<file path="config.mk">
export PLATFORM = sky130hd
export DESIGN_NAME = dram_addr_mux
export DESIGN_NICKNAME = d
export VERILOG_FILES = /design/src/rtl/dram_mux_pkg.sv /design/src/rtl/dram_refresh_ctr.sv /design/src/rtl/dram_strobe_seq.sv /design/src/rtl/dram_addr_sel.sv /design/src/rtl/dram_addr_mux.sv
export SDC_FILE = /design/constraint.sdc
export NUM_CORES = 1
export LEC_CHECK = 0
export ABC_CLOCK_PERIOD_IN_PS = 4100
export BUFFER_PORTS_ARGS = -buffer_cell sky130_fd_sc_hd__clkbuf_2
export CAP_MARGIN = 20
export CORE_ASPECT_RATIO = 0.75
export CORE_UTILIZATION = 61
export CTS_BUF_LIST = sky130_fd_sc_hd__clkbuf_4
export DETAILED_ROUTE_END_ITERATION = 16
export PLACE_DENSITY = 0.85
export SLEW_MARGIN = 5
export SYNTH_ARGS = -nofsm -noshare
export SYNTH_HDL_FRONTEND = slang
export SYNTH_HIERARCHICAL = 1
export SYNTH_SLANG_ARGS = --single-unit
</file>
<file path="constraint.sdc">
create_clock -name clk -period 4.1 [get_ports clk]
set_input_delay 0.82 -clock clk [delete_from_list [all_inputs] [get_ports clk]]
set_output_delay 0.82 -clock clk [all_outputs]
set_load 0.02 [all_outputs]
</file>
<file path="src/rtl/dram_mux_pkg.sv">
package dram_mux_pkg;

    parameter int ADDR_W    = 14;  // logical fetch address
    parameter int MA_W      = 8;   // multiplexed pin bus, wide half
    parameter int NARROW_W  = 7;   // half width for 128-row parts
    parameter int REF_W     = 7;   // refresh row counter width
    parameter int REF_BURST = 5;   // refresh cycles per scan line

    typedef enum logic [2:0] {
        ST_IDLE,
        ST_A_ROW,
        ST_A_COL,
        ST_A_CAS,
        ST_A_END,
        ST_R_ROW,
        ST_R_HOLD,
        ST_R_PRE
    } seq_st_e;

    // strobe and address-select controls produced by the sequencer
    typedef struct packed {
        logic drive;    // bus carries an address (else zero)
        logic sel_ref;  // bus carries the refresh row
        logic sel_col;  // bus carries the column half
        logic ras_n;
        logic cas_n;
    } strobe_t;

    function automatic logic [MA_W-1:0] row_half(input logic [ADDR_W-1:0] a, input logic wide);
        logic [MA_W-1:0] r;
        if (wide) r = a[MA_W-1:0];
        else      r = MA_W'(a[NARROW_W-1:0]);
        return r;
    endfunction

    function automatic logic [MA_W-1:0] col_half(input logic [ADDR_W-1:0] a, input logic wide);
        logic [MA_W-1:0] c;
        if (wide) c = MA_W'(a[ADDR_W-1:MA_W]);
        else      c = MA_W'(a[ADDR_W-1:NARROW_W]);
        return c;
    endfunction

    function automatic logic is_access(input seq_st_e s);
        return (s == ST_A_ROW) || (s == ST_A_COL) || (s == ST_A_CAS) || (s == ST_A_END);
    endfunction

    function automatic logic is_refresh(input seq_st_e s);
        return (s == ST_R_ROW) || (s == ST_R_HOLD) || (s == ST_R_PRE);
    endfunction

endpackage

</file>
<file path="src/rtl/dram_refresh_ctr.sv">
module dram_refresh_ctr
    import dram_mux_pkg::*;
#(
    parameter int ROW_W = REF_W,
    parameter int BURST = REF_BURST
) (
    input  logic             clk,
    input  logic             rst,
    input  logic             start,   // burst begins
    input  logic             step,    // one refresh cycle completed
    output logic [ROW_W-1:0] row,
    output logic             last
);
    localparam int IDX_W = (BURST > 1) ? $clog2(BURST) : 1;

    logic [ROW_W-1:0] row_q;
    logic [IDX_W-1:0] idx_q;

    // row counter: cleared by reset only, wraps at its own width
    always_ff @(posedge clk) begin
        if (rst)       row_q <= '0;
        else if (step) row_q <= row_q + 1'b1;
    end

    always_ff @(posedge clk) begin
        if (rst || start) idx_q <= '0;
        else if (step)    idx_q <= idx_q + 1'b1;
    end

    assign row  = row_q;
    assign last = (idx_q == IDX_W'(BURST - 1));

endmodule

</file>
<file path="src/rtl/dram_strobe_seq.sv">
module dram_strobe_seq
    import dram_mux_pkg::*;
(
    input  logic    clk,
    input  logic    rst,
    input  logic    line_start,
    input  logic    req,
    input  logic    ref_last,
    output logic    latch_en,
    output logic    ref_start,
    output logic    ref_step,
    output logic    busy,
    output logic    in_ref,
    output strobe_t stb
);
    seq_st_e st_q, st_d;
    logic    pend_q, pend_d;

    always_comb begin
        st_d      = st_q;
        pend_d    = pend_q;
        latch_en  = 1'b0;
        ref_start = 1'b0;
        ref_step  = 1'b0;
        unique case (st_q)
            ST_IDLE: begin
                if (line_start || pend_q) begin
                    st_d      = ST_R_ROW;
                    ref_start = 1'b1;
                    pend_d    = 1'b0;
                end else if (req) begin
                    st_d     = ST_A_ROW;
                    latch_en = 1'b1;
                end
            end
            ST_A_ROW:  st_d = ST_A_COL;
            ST_A_COL:  st_d = ST_A_CAS;
            ST_A_CAS:  st_d = ST_A_END;
            ST_A_END:  st_d = ST_IDLE;
            ST_R_ROW:  st_d = ST_R_HOLD;
            ST_R_HOLD: st_d = ST_R_PRE;
            ST_R_PRE: begin
                ref_step = 1'b1;
                st_d     = ref_last ? ST_IDLE : ST_R_ROW;
            end
            default:   st_d = ST_IDLE;
        endcase
        // a line start that lands inside an access waits for it to finish
        if (is_access(st_q) && line_start) pend_d = 1'b1;
    end

    always_ff @(posedge clk) begin
        if (rst) begin
            st_q   <= ST_IDLE;
            pend_q <= 1'b0;
        end else begin
            st_q   <= st_d;
            pend_q <= pend_d;
        end
    end

    always_comb begin
        stb = '{drive: 1'b0, sel_ref: 1'b0, sel_col: 1'b0, ras_n: 1'b1, cas_n: 1'b1};
        unique case (st_q)
            ST_A_ROW:  stb = '{drive: 1'b1, sel_ref: 1'b0, sel_col: 1'b0, ras_n: 1'b0, cas_n: 1'b1};
            ST_A_COL:  stb = '{drive: 1'b1, sel_ref: 1'b0, sel_col: 1'b1, ras_n: 1'b0, cas_n: 1'b1};
            ST_A_CAS:  stb = '{drive: 1'b1, sel_ref: 1'b0, sel_col: 1'b1, ras_n: 1'b0, cas_n: 1'b0};
            ST_A_END:  stb = '{drive: 1'b1, sel_ref: 1'b0, sel_col: 1'b1, ras_n: 1'b1, cas_n: 1'b1};
            ST_R_ROW,
            ST_R_HOLD: stb = '{drive: 1'b1, sel_ref: 1'b1, sel_col: 1'b0, ras_n: 1'b0, cas_n: 1'b1};
            ST_R_PRE:  stb = '{drive: 1'b1, sel_ref: 1'b1, sel_col: 1'b0, ras_n: 1'b1, cas_n: 1'b1};
            default:   ;
        endcase
    end

    assign busy   = (st_q != ST_IDLE) || pend_q;
    assign in_ref = is_refresh(st_q);

endmodule

</file>
<file path="src/rtl/dram_addr_sel.sv">
module dram_addr_sel
    import dram_mux_pkg::*;
#(
    parameter int AW = ADDR_W,
    parameter int MW = MA_W,
    parameter int RW = REF_W
) (
    input  logic          clk,
    input  logic          rst,
    input  logic          wide,
    input  logic          latch_en,
    input  logic [AW-1:0] addr,
    input  logic [RW-1:0] ref_row,
    input  strobe_t       stb,
    output logic [MW-1:0] ma
);
    logic [AW-1:0] addr_q;
    logic [MW-1:0] ref_bus;

    always_ff @(posedge clk) begin
        if (rst)           addr_q <= '0;
        else if (latch_en) addr_q <= addr;
    end

    // refresh row onto the bus; upper bits stay low in either geometry
    generate
        if (MW > RW) begin : g_pad
            assign ref_bus = {{(MW-RW){1'b0}}, ref_row};
        end else begin : g_trim
            assign ref_bus = ref_row[MW-1:0];
        end
    endgenerate

    always_comb begin
        if (!stb.drive)       ma = '0;
        else if (stb.sel_ref) ma = ref_bus;
        else if (stb.sel_col) ma = col_half(addr_q, wide);
        else                  ma = row_half(addr_q, wide);
    end

endmodule

</file>
<file path="src/rtl/dram_addr_mux.sv">
module dram_addr_mux
    import dram_mux_pkg::*;
(
    input  logic              clk,
    input  logic              rst,
    input  logic              strap_wide,
    input  logic              line_start,
    input  logic              fetch_req,
    input  logic [ADDR_W-1:0] fetch_addr,
    output logic [MA_W-1:0]   ma,
    output logic              ras_n,
    output logic              cas_n,
    output logic              busy
);
    logic             latch_en, ref_start, ref_step, ref_last, ref_active;
    logic [REF_W-1:0] ref_row;
    strobe_t          stb;

    dram_strobe_seq u_seq (
        .clk       (clk),
        .rst       (rst),
        .line_start(line_start),
        .req       (fetch_req),
        .ref_last  (ref_last),
        .latch_en  (latch_en),
        .ref_start (ref_start),
        .ref_step  (ref_step),
        .busy      (busy),
        .in_ref    (ref_active),
        .stb       (stb)
    );

    dram_refresh_ctr #(.ROW_W(REF_W), .BURST(REF_BURST)) u_ref (
        .clk  (clk),
        .rst  (rst),
        .start(ref_start),
        .step (ref_step),
        .row  (ref_row),
        .last (ref_last)
    );

    dram_addr_sel #(.AW(ADDR_W), .MW(MA_W), .RW(REF_W)) u_sel (
        .clk     (clk),
        .rst     (rst),
        .wide    (strap_wide),
        .latch_en(latch_en),
        .addr    (fetch_addr),
        .ref_row (ref_row),
        .stb     (stb),
        .ma      (ma)
    );

    assign ras_n = stb.ras_n;
    assign cas_n = stb.cas_n;

endmodule

</file>
# ---- Word-level counts from Yosys, hierarchy flattened
# Index checks and enable logic that the tools add are counted.
# Widths: inputs -> output; s select.
dict set report totals {
  ff_bits 28
  in_bits 19
}
dict set report op_classes {
  n_addsub 2
  n_reduce_logical 13
  muxes 19
  n_eq_ne 9
}
# cell n
set ops {}
lappend ops {{$mux 8} 4}
lappend ops {{$pmux 5 s6} 1}
lappend ops {{$pmux 3 s8} 1}
lappend ops {{$eq 3x3->1 const B} 5}
lappend ops {{$mux 1} 9}
lappend ops {{$mux 3} 3}
lappend ops {{$add 7x1->7 const B} 1}
lappend ops {{$mux 7} 1}
lappend ops {{$eq 3x2->1 const B} 2}
lappend ops {{$logic_or 1x1->1} 6}
lappend ops {{$reduce_bool 2->1} 2}
lappend ops {{$add 3x1->3 const B} 1}
lappend ops {{$eq 3x1->1 const B} 1}
lappend ops {{$logic_not 3->1} 1}
lappend ops {{$ne 3x2->1 const B} 1}
lappend ops {{$reduce_bool 3->1} 1}
lappend ops {{$reduce_and 2->1} 1}
lappend ops {{$reduce_or 2->1} 1}
lappend ops {{$logic_and 1x1->1} 1}

# ---- Depth between registers and ports, before layout
# Gate-level depths: netlist (run 1).
dict set report depth {
  ltp_word 7
  mapped_depth 9
  mapped_depth_nobuf 7
}

# ---- Modules after synthesis
# Netlist (run 1), hierarchy kept.
# module cells_per_inst area_each_um2 seq_area_each_um2 instances
set by_module_without_submodules {}
lappend by_module_without_submodules {dram_addr_sel 82 752.0 280.3 1}
lappend by_module_without_submodules {dram_refresh_ctr 47 445.4 200.2 1}
lappend by_module_without_submodules {dram_strobe_seq 48 406.6 80.1 1}

# ---- Least setup slack after synthesis (run 1)
# Ideal clock, no wire load.
dict set report synth_timing {
  path_kind {register to output}
  start {register u_seq.st_q[0]}
  end {output ma[0]}
  setup_slack_ps 1207
  t_arrival_ps 2073
  path_stages_with_launch 9
  path_cell_list {dfxtp_1 -> inv_1 -> ha_1 -> or3_1 -> and2_1 -> buf_6 -> or2_1 -> buf_2 -> o221ai_1}
}
# item line_no
set synth_lines {}
lappend synth_lines {{start, declared} dram_strobe_seq.sv:16} ;# seq_st_e st_q, st_d;
lappend synth_lines {{start signal, assigned} dram_strobe_seq.sv:57} ;# st_q <= st_d;
lappend synth_lines {{end, declared} dram_addr_mux.sv:10} ;# output logic [MA_W-1:0] ma,

==> load_flow_metrics.sql, run 1 <==
INSERT INTO impl_metrics (metric_group, metric, value, unit) VALUES
('cells_and_area', 'synthToLayoutAreaGrowth', '11.35', '%'),
('clocking', 'worst_skew_pair.late_latency', '0.33', 'ns'),
('logic_synthesis', 'synth_cells', '176', ''),
('drt', 'route.antenna.remaining_nets', '0', ''),
('cells_and_area', 'antennaDiodeCount', '0', ''),
('clocking', 'post_cts_hold_buffer_count', '0', ''),
('global_routing', 'grt_overflow_total', '0', ''),
('clocking', 'post-cts-setup-buffers', '0', ''),
('cells_and_area', 'design.final.nets', '227', ''),
('critical_path', 'critPathMaxFanout', '10', ''),
('sta', 'period_share', '82.69', '%'),
('floorplan', 'floorplan.rows', '15', ''),
('power_and_ir_drop', 'power_density', '569.4', 'mW/mm^2'),
('sta', 'maxSlewViolCount', '0', ''),
('clocking', 'post_cts_resize_count', '0', ''),
('placement', 'place.detailed.hpwl', '2559', 'um'),
('global_routing', 'wire_length_of_the_first_global_routing_pass', '5292', 'um'),
('cells_and_area', 'final_layout_size_suffix_gt1_share', '21.50', '%'),
('drt', 'vias_per_cell', '5.782', ''),
('clocking', 'cts_made_buffers', '3', ''),
('drt', 'drtPass1Iterations', '4', ''),
('drt', 'routed_wire_per_std_cell', '14.31', 'um'),
('placement', 'dp_cells', '230', ''),
('clocking', 'cts_sinks', '28', ''),
('clocking', 'cts_buffer_depth', '2', ''),
('cells_and_area', 'final_common_cell', 'sky130_fd_sc_hd__clkbuf_2', ''),
('floorplan', 'die_h', '46.32', 'um'),
('drt', 'drt_drc_violations_left', '0', ''),
('global_routing', 'vias_in_the_first_global_route', '1189', ''),
('floorplan', 'die-width', '61.10', 'um'),
('logic_synthesis', 'synth.net_count', '202', ''),
('placement', 'placed_area', '0.001727', 'sq mm'),
('placement', 'globalplace.congestion', '0.9345', ''),
('floorplan', 'io_pins', '30', ''),
('worst_hold_path', 'hold_path_startpoint', 'u_ref/row[6]', ''),
('sta', 'finalSetupViolCount', '0', ''),
('critical_path', 'setup.worst_path.class', 'reg -> out', ''),
('logic_synthesis', 'syn-mean-instance-area', '9.078', 'sq um'),
('power_and_ir_drop', 'p_leak', '0.7345', 'nW'),
('placement', 'dpl_worst_slack', '1.108', 'ns'),
('power_and_ir_drop', 'worst_vdd_rail_ir_drop', '0.3536', 'mV'),
('critical_path', 'worst_r2r_startpoint', 'u_seq/st_q[1]', ''),
('sta', 'finalSetupTns', '0', 'ns'),
('clocking', 'htree_num_levels', '1', ''),
('clocking', 'tritoncts', 'built', ''),
('floorplan', 'initial_utilization', '67.03', '%'),
('flow_run', 'max-cap-violations', '0', ''),
('global_routing', 'grtUsageTotal', '26.05', '%'),
('sta', 'report.final.hold_viol_count', '0', ''),
('critical_path', 'critPathRequiredTime', '3.28', 'ns'),
('critical_path', 'worstSetupStartpointType', 'flip-flop', ''),
('critical_path', 'worst-endpoint-arrival', '2.57', 'ns'),
('cells_and_area', 'layoutNonFillerInstCount', '234', ''),
('sta', 'worst_slew_pin_slew', '0.5566', 'ns'),
('critical_path', 'critPathCaptureType', 'output pin', ''),
('worst_hold_path', 'holdCritPathClass', 'reg -> reg', ''),
('clocking', 'clk_pin_slew_worst_paths', '0.15', 'ns'),
('sta', 'post-route-min-period', '3.390', 'ns'),
('critical_path', 'timing.critical_path.from', 'u_seq/st_q[0]', ''),
('cells_and_area', 'finish.instance_area', '0.001779', 'sq mm'),
('drt', 'vias', '1353', ''),
('sta', 'relSlewSlack', '62.89', '%'),
('sta', 'grt_setup_unrepaired', 'no', ''),
('sta', 'clock.fmax', '0.2950', 'GHz'),
('global_routing', 'grt_max_degree', '29', ''),
('drt', 'finalWirelength', '3349', 'um'),
('cells_and_area', 'finish.utilization', '74.65', '%'),
('status', 'status', 'completed', ''),
('global_routing', 'number_of_antenna_violations_at_the_first_check_in_global_routing', '0', ''),
('floorplan', 'dieArea', '0.002830', 'sq mm'),
('logic_synthesis', 'synthesis.yosys.warnings', '6', ''),
('floorplan', 'core_area', '0.002384', 'sq mm'),
('sta', 'timing.final.ws_setup', '0.7097', 'ns'),
('sta', 'clock_skew', '0.003400', 'ns'),
('placement', 'placement.io_buffers', '29', ''),
('clocking', 'root_buffer', 'sky130_fd_sc_hd__clkbuf_4', ''),
('cells_and_area', 'most_frequent_cells_in_the_layout', 'sky130_fd_sc_hd__clkbuf_2 (29), sky130_fd_sc_hd__dfxtp_1 (28), sky130_fd_sc_hd__nor2_1 (24), sky130_fd_sc_hd__mux2i_1 (22), sky130_fd_sc_hd__nand2_1 (14)', ''),
('logic_synthesis', 'synth.cell_area', '0.001598', 'sq mm'),
('drt', 'drt_iter0_drc', '78', '');
[cell type report]
cell class	count	area [sq um]
clock buffers	3	22.52
clock inverters	1	30.03
fillers	179	604.3
inverters	8	30.03
multi-input cells	130	940.9
flip-flops and latches	28	560.5
well taps	34	42.54
repair buffers	30	152.6
[final timing paths]
kind,to,depth (start not counted),slack [ns]
setup reg to reg,u_ref/row[6],5,2.04
setup / recovery,ma[2],7,0.71
hold / removal,u_ref/row[6],2,0.51
hold reg to reg,u_ref/row[6],2,0.51
[stage by stage]
step	total power, W	hold slack, ns
global placement	0.0008039	0.4688
global route	0.001076	0.5451
CTS	0.001012	0.5101
finish	0.001013	0.5117
detailed placement	0.0008297	0.4903
floorplan	0.0007472	0.4520
[registers in the layout, summed over array words and instances (netlist names)]
signal	cells
u_seq/pend_q	1
u_ref/idx_q	3
u_ref/row	7
u_seq/st_q	3
u_sel/addr_q	14
[critical path, cell delays in order, from the launching register on]
cell and delay, ns:
sky130_fd_sc_hd__dfxtp_1 0.41, sky130_fd_sc_hd__inv_1 0.10, sky130_fd_sc_hd__ha_1 0.26, sky130_fd_sc_hd__or3_1 0.43, sky130_fd_sc_hd__and2_1 0.28, sky130_fd_sc_hd__nand3b_1 0.30
sky130_fd_sc_hd__o221ai_1 0.27, sky130_fd_sc_hd__clkbuf_2 0.20
[metal layers]
metal | vias up | track usage, % | share of wire (%)
li1 | 665 | - | -
met1 | 660 | 32.31 | 48
met2 | 24 | 43.48 | 47
met3 | 4 | 7.865 | 3.8
met5 | - | 0 | 0
met4 | 0 | 8.182 | 1.3
[power breakdown]
part | internal (W) | leakage [nW] | switching, W
sequential | 0.000308 | 0.227 | 0.0000478
clock | 0.0000989 | 0.0279 | 0.0000830
combinational | 0.000188 | 0.479 | 0.000288
No activity file was read; power rests on OpenSTA's default activity.
==> inputs of run 2 (changes only) <==
Settings changed: ABC_AREA set to 1, ABC_CLOCK_PERIOD_IN_PS 4100 to 3240, CORE_UTILIZATION 61 to 58, PLACE_DENSITY 0.85 to 0.8.
Clock period 4.1 ns to 3.24 ns, I/O delays scaled along.
==> run 2 against run 1 <==
  * Flip-flop and latch count is the same
  * Power increased by 35%
  * First-iteration DRC count increased by 29%
  * Critical path depth rose by 1
  * Critical path type unchanged
==> load_flow_metrics.sql, run 2 <==
INSERT INTO impl_metrics (metric_group, metric, value, unit) VALUES
('sta', 'clock.fmax', '0.3320', 'GHz'),
('global_routing', 'grtUsageTotal', '25.29', '%'),
('cells_and_area', 'layoutNonFillerInstCount', '314', ''),
('cells_and_area', 'final_common_cell', 'sky130_fd_sc_hd__nand2_1', ''),
('logic_synthesis', 'synth_cells', '251', ''),
('clocking', 'cts_made_buffers', '3', ''),
('sta', 'finalSetupTns', '0', 'ns'),
('clocking', 'post_cts_hold_buffer_count', '0', ''),
('critical_path', 'worstSetupStartpointType', 'flip-flop', ''),
('drt', 'route.antenna.remaining_nets', '0', ''),
('sta', 'timing.final.ws_setup', '0.2275', 'ns'),
('cells_and_area', 'register_with_the_most_flip_flops', 'u_sel/addr_q', ''),
('critical_path', 'setup.worst_path.class', 'reg -> out', ''),
('drt', 'routed_wire_per_std_cell', '11.65', 'um'),
('clocking', 'cts_sinks', '28', ''),
('sta', 'worst_slew_pin_slew', '0.5295', 'ns'),
('critical_path', 'worst-endpoint-arrival', '2.36', 'ns'),
('drt', 'drtPass1Iterations', '4', ''),
('global_routing', 'number_of_antenna_violations_at_the_first_check_in_global_routing', '0', ''),
('sta', 'finalSetupViolCount', '0', ''),
('cells_and_area', 'final_layout_size_suffix_gt1_share', '20.14', '%'),
('cells_and_area', 'synthToLayoutAreaGrowth', '10.98', '%'),
('cells_and_area', 'finish.utilization', '70.19', '%'),
('cells_and_area', 'design.final.nets', '305', ''),
('clocking', 'post_cts_resize_count', '0', ''),
('placement', 'dpl_worst_slack', '0.6494', 'ns'),
('clocking', 'cts_buffer_depth', '2', ''),
('drt', 'vias_per_cell', '5.025', ''),
('floorplan', 'io_pins', '30', ''),
('global_routing', 'wire_length_of_the_first_global_routing_pass', '6272', 'um'),
('cells_and_area', 'antennaDiodeCount', '0', ''),
('power_and_ir_drop', 'p_total', '0.001364', 'W'),
('global_routing', 'vias_in_the_first_global_route', '1443', ''),
('logic_synthesis', 'synth.net_count', '277', ''),
('cells_and_area', 'largest_register_ffs', '14', ''),
('worst_hold_path', 'hold_path_depth', '2', ''),
('worst_hold_path', 'holdCritPathClass', 'reg -> reg', ''),
('critical_path', 'worstRegToRegCells', '10', ''),
('sta', 'relSlewSlack', '64.70', '%'),
('clocking', 'clk_pin_slew_worst_paths', '0.15', 'ns'),
('floorplan', 'floorplan.rows', '16', ''),
('clocking', 'post-cts-setup-buffers', '0', ''),
('sta', 'clock_skew', '0.002088', 'ns'),
('sta', 'post-route-min-period', '3.012', 'ns'),
('sta', 'period_share', '92.98', '%'),
('sta', 'grt_setup_unrepaired', 'no', ''),
('critical_path', 'critPathMaxFanout', '10', ''),
('clocking', 'root_buffer', 'sky130_fd_sc_hd__clkbuf_4', ''),
('power_and_ir_drop', 'p_leak', '1.020', 'nW'),
('drt', 'finalWirelength', '3659', 'um'),
('clocking', 'tritoncts', 'built', ''),
('floorplan', 'initial_utilization', '63.24', '%'),
('power_and_ir_drop', 'worst_vdd_rail_ir_drop', '0.3821', 'mV'),
('critical_path', 'critPathCaptureType', 'output pin', ''),
('critical_path', 'critPathRequiredTime', '2.59', 'ns'),
('floorplan', 'dieArea', '0.003170', 'sq mm'),
('placement', 'place.detailed.hpwl', '2779', 'um'),
('floorplan', 'die_h', '49.01', 'um'),
('logic_synthesis', 'synthesis.yosys.warnings', '6', ''),
('clocking', 'worst_skew_pair.late_latency', '0.33', 'ns'),
('floorplan', 'core_area', '0.002703', 'sq mm'),
('power_and_ir_drop', 'power_density', '719.2', 'mW/mm^2'),
('drt', 'vias', '1578', ''),
('flow_run', 'max-cap-violations', '0', ''),
('floorplan', 'die-width', '64.68', 'um'),
('placement', 'dp_cells', '310', ''),
('drt', 'drt_drc_violations_left', '0', ''),
('sta', 'maxSlewViolCount', '0', ''),
('cells_and_area', 'most_frequent_cells_in_the_layout', 'sky130_fd_sc_hd__nand2_1 (65), sky130_fd_sc_hd__inv_1 (35), sky130_fd_sc_hd__nor2_1 (34), sky130_fd_sc_hd__clkbuf_2 (29), sky130_fd_sc_hd__dfxtp_1 (28)', ''),
('drt', 'drt_iter0_drc', '101', ''),
('sta', 'report.final.hold_viol_count', '0', ''),
('placement', 'placement.io_buffers', '29', ''),
('logic_synthesis', 'synth.cell_area', '0.001709', 'sq mm'),
('global_routing', 'grt_max_degree', '22', ''),
('clocking', 'htree_num_levels', '1', ''),
('global_routing', 'grt_overflow_total', '0', ''),
('placement', 'globalplace.congestion', '0.8616', ''),
('logic_synthesis', 'syn-mean-instance-area', '6.809', 'sq um'),
('status', 'status', 'completed', '');
[run 2: final cells by class]
class                      instances  area (sq um)
multi-input combinational        176         933.4
fill                             245         805.8
sequential                        28         560.5
timing repair buffer              30         152.6
inverter                          40         152.6
tap                               36         45.04
clock inverter                     1         30.03
clock buffer                       3         22.52
[run 2: worst paths after layout]
check	start	to	slack, ns
worst max-delay path	u_seq/st_q[0]	ma[5]	0.23
worst max register to register	u_seq/st_q[0]	u_sel/addr_q[10]	1.57
worst min register to register	u_sel/addr_q[5]	u_sel/addr_q[5]	0.47
worst min-delay path	u_sel/addr_q[5]	u_sel/addr_q[5]	0.47
[run 2: layer usage]
layer	up-vias	GRT usage [%]	part of all wire, %	wire, um
met2	40	39.82	42	1533
met5	-	0	0	0
li1	839	-	-	-
met1	697	35.64	52	1919
met4	0	3.333	0.19	7
met3	2	6.308	5.5	200
[run 2: where the power goes]
part           internal (W)  switching, W  total (W)
Clock              0.000125      0.000103   0.000228
Combinational      0.000222      0.000476   0.000698
Sequential         0.000397     0.0000405   0.000437
[run 2: worst max-delay path: stages (launching register included)]
cell,delay (ns)
sky130_fd_sc_hd__dfxtp_1,0.41
sky130_fd_sc_hd__inv_1,0.08
sky130_fd_sc_hd__ha_1,0.24
sky130_fd_sc_hd__o21ai_0,0.24
sky130_fd_sc_hd__nand2_1,0.34
sky130_fd_sc_hd__nor2_4,0.28
sky130_fd_sc_hd__a21oi_1,0.11
sky130_fd_sc_hd__a21oi_1,0.14
sky130_fd_sc_hd__clkbuf_2,0.18
[run 2: through the flow]
step           cell area (sq um)  hold slack, ns
6_report                    1897          0.4725
5_1_grt                     1897          0.5053
4_1_cts                     1897          0.4780
3_5_place_dp                1844          0.4556
3_3_place_gp                1844          0.4527
2_1_floorplan               1709          0.4390
